==> config.mk <==
export PLATFORM = sky130hd
export DESIGN_NAME = strobe_serial_master
export DESIGN_NICKNAME = d
export VERILOG_FILES = /design/src/rtl/ssm_pkg.sv /design/src/rtl/ssm_datapath.sv /design/src/rtl/ssm_control.sv /design/src/rtl/strobe_serial_master.sv
export SDC_FILE = /design/constraint.sdc
export NUM_CORES = 1
export LEC_CHECK = 0
export BUFFER_PORTS_ARGS = -buffer_cell sky130_fd_sc_hd__buf_2
export CAP_MARGIN = 20
export CORE_MARGIN = 10
export CORE_UTILIZATION = 51
export CTS_CLUSTER_DIAMETER = 60
export DETAILED_ROUTE_END_ITERATION = 10
export PLACE_DENSITY = 0.85
export SLEW_MARGIN = 30
export SYNTH_ARGS = -nofsm -noshare
export SYNTH_HDL_FRONTEND = slang
export SYNTH_HIERARCHICAL = 1
export SYNTH_SLANG_ARGS = --single-unit
==> constraint.sdc <==
create_clock -name clk -period 2.8 [get_ports clk]
set_clock_uncertainty 0.1 [all_clocks]
set_input_delay 0.14 -clock clk [delete_from_list [all_inputs] [get_ports clk]]
set_output_delay 0.14 -clock clk [all_outputs]
set_load 0.03 [all_outputs]
==> src/rtl/ssm_pkg.sv <==
package ssm_pkg;
  typedef enum logic [2:0] {
    PH_IDLE,
    PH_QUAL,
    PH_SHIFT,
    PH_STRB,
    PH_TAIL
  } phase_t;

  // strobes from control to datapath
  typedef struct packed {
    logic run;   // divider and shifter active
    logic load;  // first falling edge of a byte
    logic fall;  // later falling edge
    logic rise;  // rising edge, sample input
    logic last;  // final rising edge of a byte
  } dp_ctl_t;
endpackage

==> src/rtl/ssm_datapath.sv <==
module ssm_datapath
  import ssm_pkg::*;
#(
  parameter int DATA_W = 8,
  parameter int DIV_W  = 8
) (
  input  logic              clk,
  input  logic              rstN,
  input  dp_ctl_t           ctl,
  input  logic [DIV_W-1:0]  clkDiv,
  input  logic [DATA_W-1:0] txByte,
  input  logic              sin,
  output logic              tick,
  output logic              sclk,
  output logic              sout,
  output logic [DATA_W-1:0] rxByte,
  output logic              rxValid
);
  logic [DIV_W-1:0]  divCnt;
  logic [DATA_W-1:0] txShift;
  logic [DATA_W-1:0] rxShift;
  logic [DATA_W-1:0] rxNext;

  assign tick   = ctl.run && (divCnt == clkDiv);
  assign rxNext = {sin, rxShift[DATA_W-1:1]};

  always_ff @(posedge clk or negedge rstN) begin
    if (!rstN) begin
      divCnt <= '0;
    end else if (!ctl.run || (divCnt == clkDiv)) begin
      divCnt <= '0;
    end else begin
      divCnt <= divCnt + DIV_W'(1);
    end
  end

  always_ff @(posedge clk or negedge rstN) begin
    if (!rstN) begin
      sclk    <= 1'b1;
      sout    <= 1'b1;
      txShift <= '0;
      rxShift <= '0;
      rxByte  <= '0;
      rxValid <= 1'b0;
    end else begin
      rxValid <= 1'b0;
      if (!ctl.run) begin
        sclk <= 1'b1;
        sout <= 1'b1;
      end else if (ctl.load) begin
        sclk    <= 1'b0;
        sout    <= txByte[0];
        txShift <= txByte >> 1;
      end else if (ctl.fall) begin
        sclk    <= 1'b0;
        sout    <= txShift[0];
        txShift <= txShift >> 1;
      end else if (ctl.rise) begin
        sclk    <= 1'b1;
        rxShift <= rxNext;
        if (ctl.last) begin
          rxByte  <= rxNext;
          rxValid <= 1'b1;
        end
      end
    end
  end
endmodule

==> src/rtl/ssm_control.sv <==
module ssm_control
  import ssm_pkg::*;
#(
  parameter int DATA_W = 8,
  parameter int CNT_W  = 4
) (
  input  logic             clk,
  input  logic             rstN,
  input  logic             initEn,
  input  logic             startReq,
  input  logic [CNT_W-1:0] byteCount,
  input  logic             perByte,
  input  logic             busyInv,
  input  logic             busyIn,
  input  logic             tick,
  output dp_ctl_t          ctl,
  output logic             strbActive,
  output logic             xferBusy,
  output logic             done
);
  localparam int HC_W = $clog2(2 * DATA_W);
  localparam logic [HC_W-1:0] HALF_LAST = HC_W'(2 * DATA_W - 2);

  phase_t           phase;
  logic [1:0]       busySync;
  logic             go;
  logic [1:0]       qualCnt;
  logic [HC_W-1:0]  halfCnt;
  logic [CNT_W-1:0] bytesLeft;
  logic             finalByte;
  logic             phCnt;

  assign go = (busySync[1] == busyInv);

  always_comb begin
    ctl.run  = initEn && (phase != PH_IDLE);
    ctl.load = ctl.run && tick && (phase == PH_QUAL) && go && (qualCnt == 2'd3);
    ctl.rise = ctl.run && tick && (phase == PH_SHIFT) && !halfCnt[0];
    ctl.fall = ctl.run && tick && (phase == PH_SHIFT) && halfCnt[0];
    ctl.last = ctl.rise && (halfCnt == HALF_LAST);
  end

  assign strbActive = initEn && (phase == PH_STRB);

  always_ff @(posedge clk or negedge rstN) begin
    if (!rstN) busySync <= '0;
    else       busySync <= {busySync[0], busyIn};
  end

  always_ff @(posedge clk or negedge rstN) begin
    if (!rstN) begin
      phase     <= PH_IDLE;
      xferBusy  <= 1'b0;
      done      <= 1'b0;
      qualCnt   <= '0;
      halfCnt   <= '0;
      bytesLeft <= '0;
      finalByte <= 1'b0;
      phCnt     <= 1'b0;
    end else if (!initEn) begin
      phase    <= PH_IDLE;
      xferBusy <= 1'b0;
      done     <= 1'b0;
      qualCnt  <= '0;
      halfCnt  <= '0;
      phCnt    <= 1'b0;
    end else begin
      done <= 1'b0;
      unique case (phase)
        PH_IDLE: if (startReq) begin
          phase     <= PH_QUAL;
          xferBusy  <= 1'b1;
          bytesLeft <= byteCount;
          qualCnt   <= '0;
        end
        PH_QUAL: if (tick) begin
          if (!go) begin
            qualCnt <= '0;
          end else if (qualCnt == 2'd3) begin
            qualCnt <= '0;
            halfCnt <= '0;
            phase   <= PH_SHIFT;
          end else begin
            qualCnt <= qualCnt + 2'd1;
          end
        end
        PH_SHIFT: if (tick) begin
          if (halfCnt == HALF_LAST) begin
            halfCnt <= '0;
            if (bytesLeft == '0) begin
              finalByte <= 1'b1;
              phase     <= PH_STRB;
            end else begin
              bytesLeft <= bytesLeft - CNT_W'(1);
              finalByte <= 1'b0;
              phase     <= perByte ? PH_STRB : PH_QUAL;
            end
          end else begin
            halfCnt <= halfCnt + HC_W'(1);
          end
        end
        PH_STRB: if (tick) begin
          phCnt <= ~phCnt;
          if (phCnt) phase <= finalByte ? PH_TAIL : PH_QUAL;
        end
        PH_TAIL: if (tick) begin
          phCnt <= ~phCnt;
          if (phCnt) begin
            phase    <= PH_IDLE;
            xferBusy <= 1'b0;
            done     <= 1'b1;
          end
        end
        default: phase <= PH_IDLE;
      endcase
    end
  end
endmodule

==> src/rtl/strobe_serial_master.sv <==
module strobe_serial_master
  import ssm_pkg::*;
#(
  parameter int DATA_W = 8,
  parameter int DIV_W  = 8,
  parameter int CNT_W  = 4
) (
  input  logic              clk,
  input  logic              rstN,
  input  logic              initEn,
  input  logic              startReq,
  input  logic [CNT_W-1:0]  byteCount,
  input  logic              perByte,
  input  logic              strbInv,
  input  logic              busyInv,
  input  logic [DIV_W-1:0]  clkDiv,
  input  logic              busyIn,
  input  logic              sin,
  input  logic [DATA_W-1:0] txByte,
  output logic              sclk,
  output logic              sout,
  output logic              strobe,
  output logic              xferBusy,
  output logic [DATA_W-1:0] rxByte,
  output logic              rxValid,
  output logic              done
);
  dp_ctl_t ctl;
  logic    tick;
  logic    strbActive;

  ssm_control #(.DATA_W(DATA_W), .CNT_W(CNT_W)) u_ctrl (
    .clk(clk), .rstN(rstN), .initEn(initEn), .startReq(startReq),
    .byteCount(byteCount), .perByte(perByte), .busyInv(busyInv),
    .busyIn(busyIn), .tick(tick), .ctl(ctl), .strbActive(strbActive),
    .xferBusy(xferBusy), .done(done)
  );

  ssm_datapath #(.DATA_W(DATA_W), .DIV_W(DIV_W)) u_dp (
    .clk(clk), .rstN(rstN), .ctl(ctl), .clkDiv(clkDiv), .txByte(txByte),
    .sin(sin), .tick(tick), .sclk(sclk), .sout(sout), .rxByte(rxByte),
    .rxValid(rxValid)
  );

  assign strobe = strbActive ^ strbInv;
endmodule

==> flow_metrics.py <==
metrics = {
    "cts": {
        "clk_pin_slew_ns": 0.10,
        "cts_resized": 0,
        "postCtsSetupRepairBufs": 0,
        "cts_tree": "built",
        "cts_buffers": 5,
        "cts.hold.buffers_added": 9,
        "cts_max_path_buffers": 2,
        "cts_sinks": 52,
        "root_buffer": "clkbuf_8",
        "clock_latency_ns": 0.32,
        "cts.htree.levels": 2,
    },
    "setup_path": {
        "slowest_delay_ns": 0.43,
        "r2r_slack_ns": 0.22,
        "worstSetupPathType": "reg -> reg",
        "end_kind": "flop",
        "worst-r2r-cell-count": 9,
        "critPathBufInv": 1,
        "cp_num_cells": 9,
        "cp_slowest_cell": "dfrtp_1",
        "cp_max_fo": 9,
        "timing.critical_path.from_type": "flop",
        "critPathRequiredTime_ns": 2.91,
        "crit_family": "simple AND/OR/NAND/NOR gates",
        "worst_ep_arrival_time_ns": 2.69,
        "path_cells": "xor2_1 > nor4_4 > and3_1 > buf_4 > nand2_1 > nor2_2 > and4bb_2 > nand2_2 > mux2_2",
    },
    "global_routing": {
        "grt_max_degree": 39,
        "antenna_found_initial": 0,
        "grt_pass1_wl_mm": 9.653,
        "grt_overflow_total": 0,
        "grt_usage_pct": 13.54,
        "grt_pass1_vias": 2130,
    },
    "min_path": {
        "min_path_type": "in -> reg",
        "min_path_cells": 3,
    },
    "sta": {
        "setup_violations": 0,
        "tns_ns": 0,
        "max_freq_ghz": 0.3873,
        "slew_viol_final": 0,
        "hold_viol": 0,
        "layout_min_cycle_time_ns": 2.582,
        "rsz0062_at_grt": "false",
        "period_share_pct": 92.22,
        "slew-limit-headroom_pct": 44.66,
        "tightest_slew_ns": 0.8301,
    },
    "finish": {
        "area_growth_pct": 19.34,
        "drive_above_1_share_pct": 29.87,
        "antenna_cells": 0,
        "fin_nets": 341,
    },
    "synth": {
        "synth_area_um2": 2704,
        "synth_fp_nets": 282,
        "synth_edf_count": 0,
        "async_flop_share_pct": 100.0,
        "yosysSeqAreaShare_pct": 48.22,
        "ys_warn_count": 6,
        "yosysUniqueCellTypes": 55,
        "synth_cells": 248,
        "synthFlopType": "dfrtp_1",
        "postSynthAreaPerCell_um2": 10.90,
        "ys_ff_latch": 52,
    },
    "pwr": {
        "fin_total_pwr_w": 0.001407,
        "p_leak_nw": 1.538,
        "ir_drop_v": 0.0003232,
        "p_per_area_nw_per_um2": 436.1,
    },
    "route": {
        "drt_pass1_iterations": 4,
        "drtIter0Drc": 126,
        "postRouteAntennaNets": 0,
        "drt-total-wl_mm": 5.765,
        "wl_per_cell_um": 15.25,
        "vias": 2110,
        "vias_per_cell": 5.582,
        "drc": 0,
    },
    "place": {
        "gp_congestion": 0.8542,
        "port_buffers": 42,
        "hpwl_mm": 4.227,
    },
    "floorplanning": {
        "start_util_pct": 52.60,
        "core_um2": 5140,
        "die-width_um": 92.81,
        "dieArea_um2": 8614,
        "rows": 26,
        "fp.dieH_um": 92.81,
        "ios": 43,
    },
    "flow_run": {
        "cap_violations": 0,
    },
    "outcome": {
        "status": "complete, no violations",
    },
}
-- metrics by stage --
stage | hold WS (ns) | instance area (um2) | util [%] | setup slack [ns] | instances
after floorplan | -0.2556 | 2725 | - | 0.05068 | 248
after global placement | 0.1489 | 3039 | 59.13 | 0.3592 | 361
after detailed placement | 0.1504 | 3039 | 59.13 | 0.2615 | 361
after CTS | 0.007556 | 3227 | 62.78 | 0.2183 | 378
after global routing | 0.01183 | 3227 | 62.78 | 0.08102 | 378
final | 0.01683 | 3227 | 62.78 | 0.2179 | 378
-- layer usage --
metal	routed length (um)	track usage, %	vias up	share of wire [%]
li1	-	-	1026	-
met1	2478	15.90	1033	43
met2	2912	23.01	42	51
met3	302	4.358	9	5.2
met4	72	3.985	0	1.2
met5	0	0	-	0
-- layout make-up --
type	count	area, um2
multi-input cells	173	1306
flip-flops and latches	52	1304
repair buffers	62	382.9
inverters	13	48.80
well taps	70	87.58
fillers	436	1913
clock inverters	3	28.78
clock buffers	5	68.82
-- report_power, final --
part | leakage, nW | switching, W | total (W) | internal, W
Sequential | 0.699 | 0.0000153 | 0.000784 | 0.000769
Combinational | 0.787 | 0.0000883 | 0.000162 | 0.0000733
Clock | 0.0511 | 0.000273 | 0.000462 | 0.000189
Total | 1.54 | 0.000376 | 0.00141 | 0.00103
-- logic make-up (layout without fill, tap and decap cells) --
logic type | Yosys count | count (layout) | synth area share (%)
and+or+nand+nor | 66 | 66 | 15.27
AOI/OAI and AO/OA | 67 | 67 | 16.66
xor gates and xnor gates | 14 | 14 | 4.813
buffers and inverters | 23 | 83 | 4.211
adders and majority gates | 5 | 5 | 2.314
muxes | 21 | 21 | 8.515
DFF | 52 | 52 | 48.22
-- synthesized netlist by cell type (3+ instances only) --
| cell | instances | area, um2 |
|---|---|---|
| a211oi_1 | 6 | 45.04 |
| a21oi_1 | 11 | 55.05 |
| a221oi_1 | 3 | 26.28 |
| and2_1 | 3 | 18.77 |
| and3_1 | 5 | 31.28 |
| buf_2 | 3 | 15.01 |
| dfrtp_1 | 50 | 1251 |
| ha_1 | 5 | 62.56 |
| inv_1 | 13 | 48.80 |
| mux2_2 | 16 | 180.2 |
| mux2i_1 | 5 | 50.05 |
| nand2_1 | 11 | 41.29 |
| nand2b_1 | 3 | 18.77 |
| nand3_1 | 9 | 45.04 |
| nor2_1 | 9 | 33.78 |
| nor2b_1 | 5 | 31.28 |
| o21ai_0 | 11 | 55.05 |
| o21ai_1 | 3 | 15.01 |
| o22ai_1 | 13 | 81.33 |
| o31ai_1 | 3 | 22.52 |
| or3_1 | 3 | 18.77 |
| xnor2_1 | 3 | 26.28 |
| xor2_1 | 10 | 87.58 |
-- state kept, by name (all words and copies together), names as in the netlist --
signal,cells
u_dp/sout,1
u_ctrl/halfCnt,4
u_ctrl/phase,3
u_dp/divCnt,8
u_ctrl/xferBusy,1
u_ctrl/busySync,2
u_dp/rxByte,8
u_dp/rxValid,1
u_dp/txShift,7
u_ctrl/done,1
u_dp/rxShift,7
u_dp/sclk,1
u_ctrl/finalByte,1
u_ctrl/bytesLeft,4
u_ctrl/phCnt,1
u_ctrl/qualCnt,2
-- worst min-delay path, cell delays in order --
cell	delay, ns
buf_2	0.08
o22ai_1	0.05
a21oi_1	0.12
-- worst paths after layout --
check                                                end                         start
setup / recovery              u_dp/rxByte[0]$_DFFE_PN0P_      u_dp/divCnt[5]$_DFF_PN0_
hold / removal               u_dp/txShift[1]$_DFFE_PN0P_                     txByte[2]
setup reg to reg              u_dp/rxByte[0]$_DFFE_PN0P_      u_dp/divCnt[5]$_DFF_PN0_
hold reg to reg             u_ctrl/busySync[1]$_DFF_PN0_  u_ctrl/busySync[0]$_DFF_PN0_
max in group asynchronous          u_dp/sout$_DFFE_PN1P_                          rstN
min in group asynchronous  u_ctrl/halfCnt[3]$_DFFE_PN0P_                          rstN
-- cell usage in the layout, fill, tap and decap left out, drive strengths merged, types with 5 or more instances in the layout --
master / n
nand3: 9
a21oi: 11
nand2: 12
o21ai: 15
ha: 5
xor2: 11
mux2i: 5
dfrtp: 50
dlygate4sd3: 9
nand2b: 5
nor2b: 5
and3: 5
nor2: 9
mux2: 16
o22ai: 13
buf: 53
clkbuf: 5
inv: 16
a211oi: 6
No activity file was read; power rests on OpenSTA's default activity.
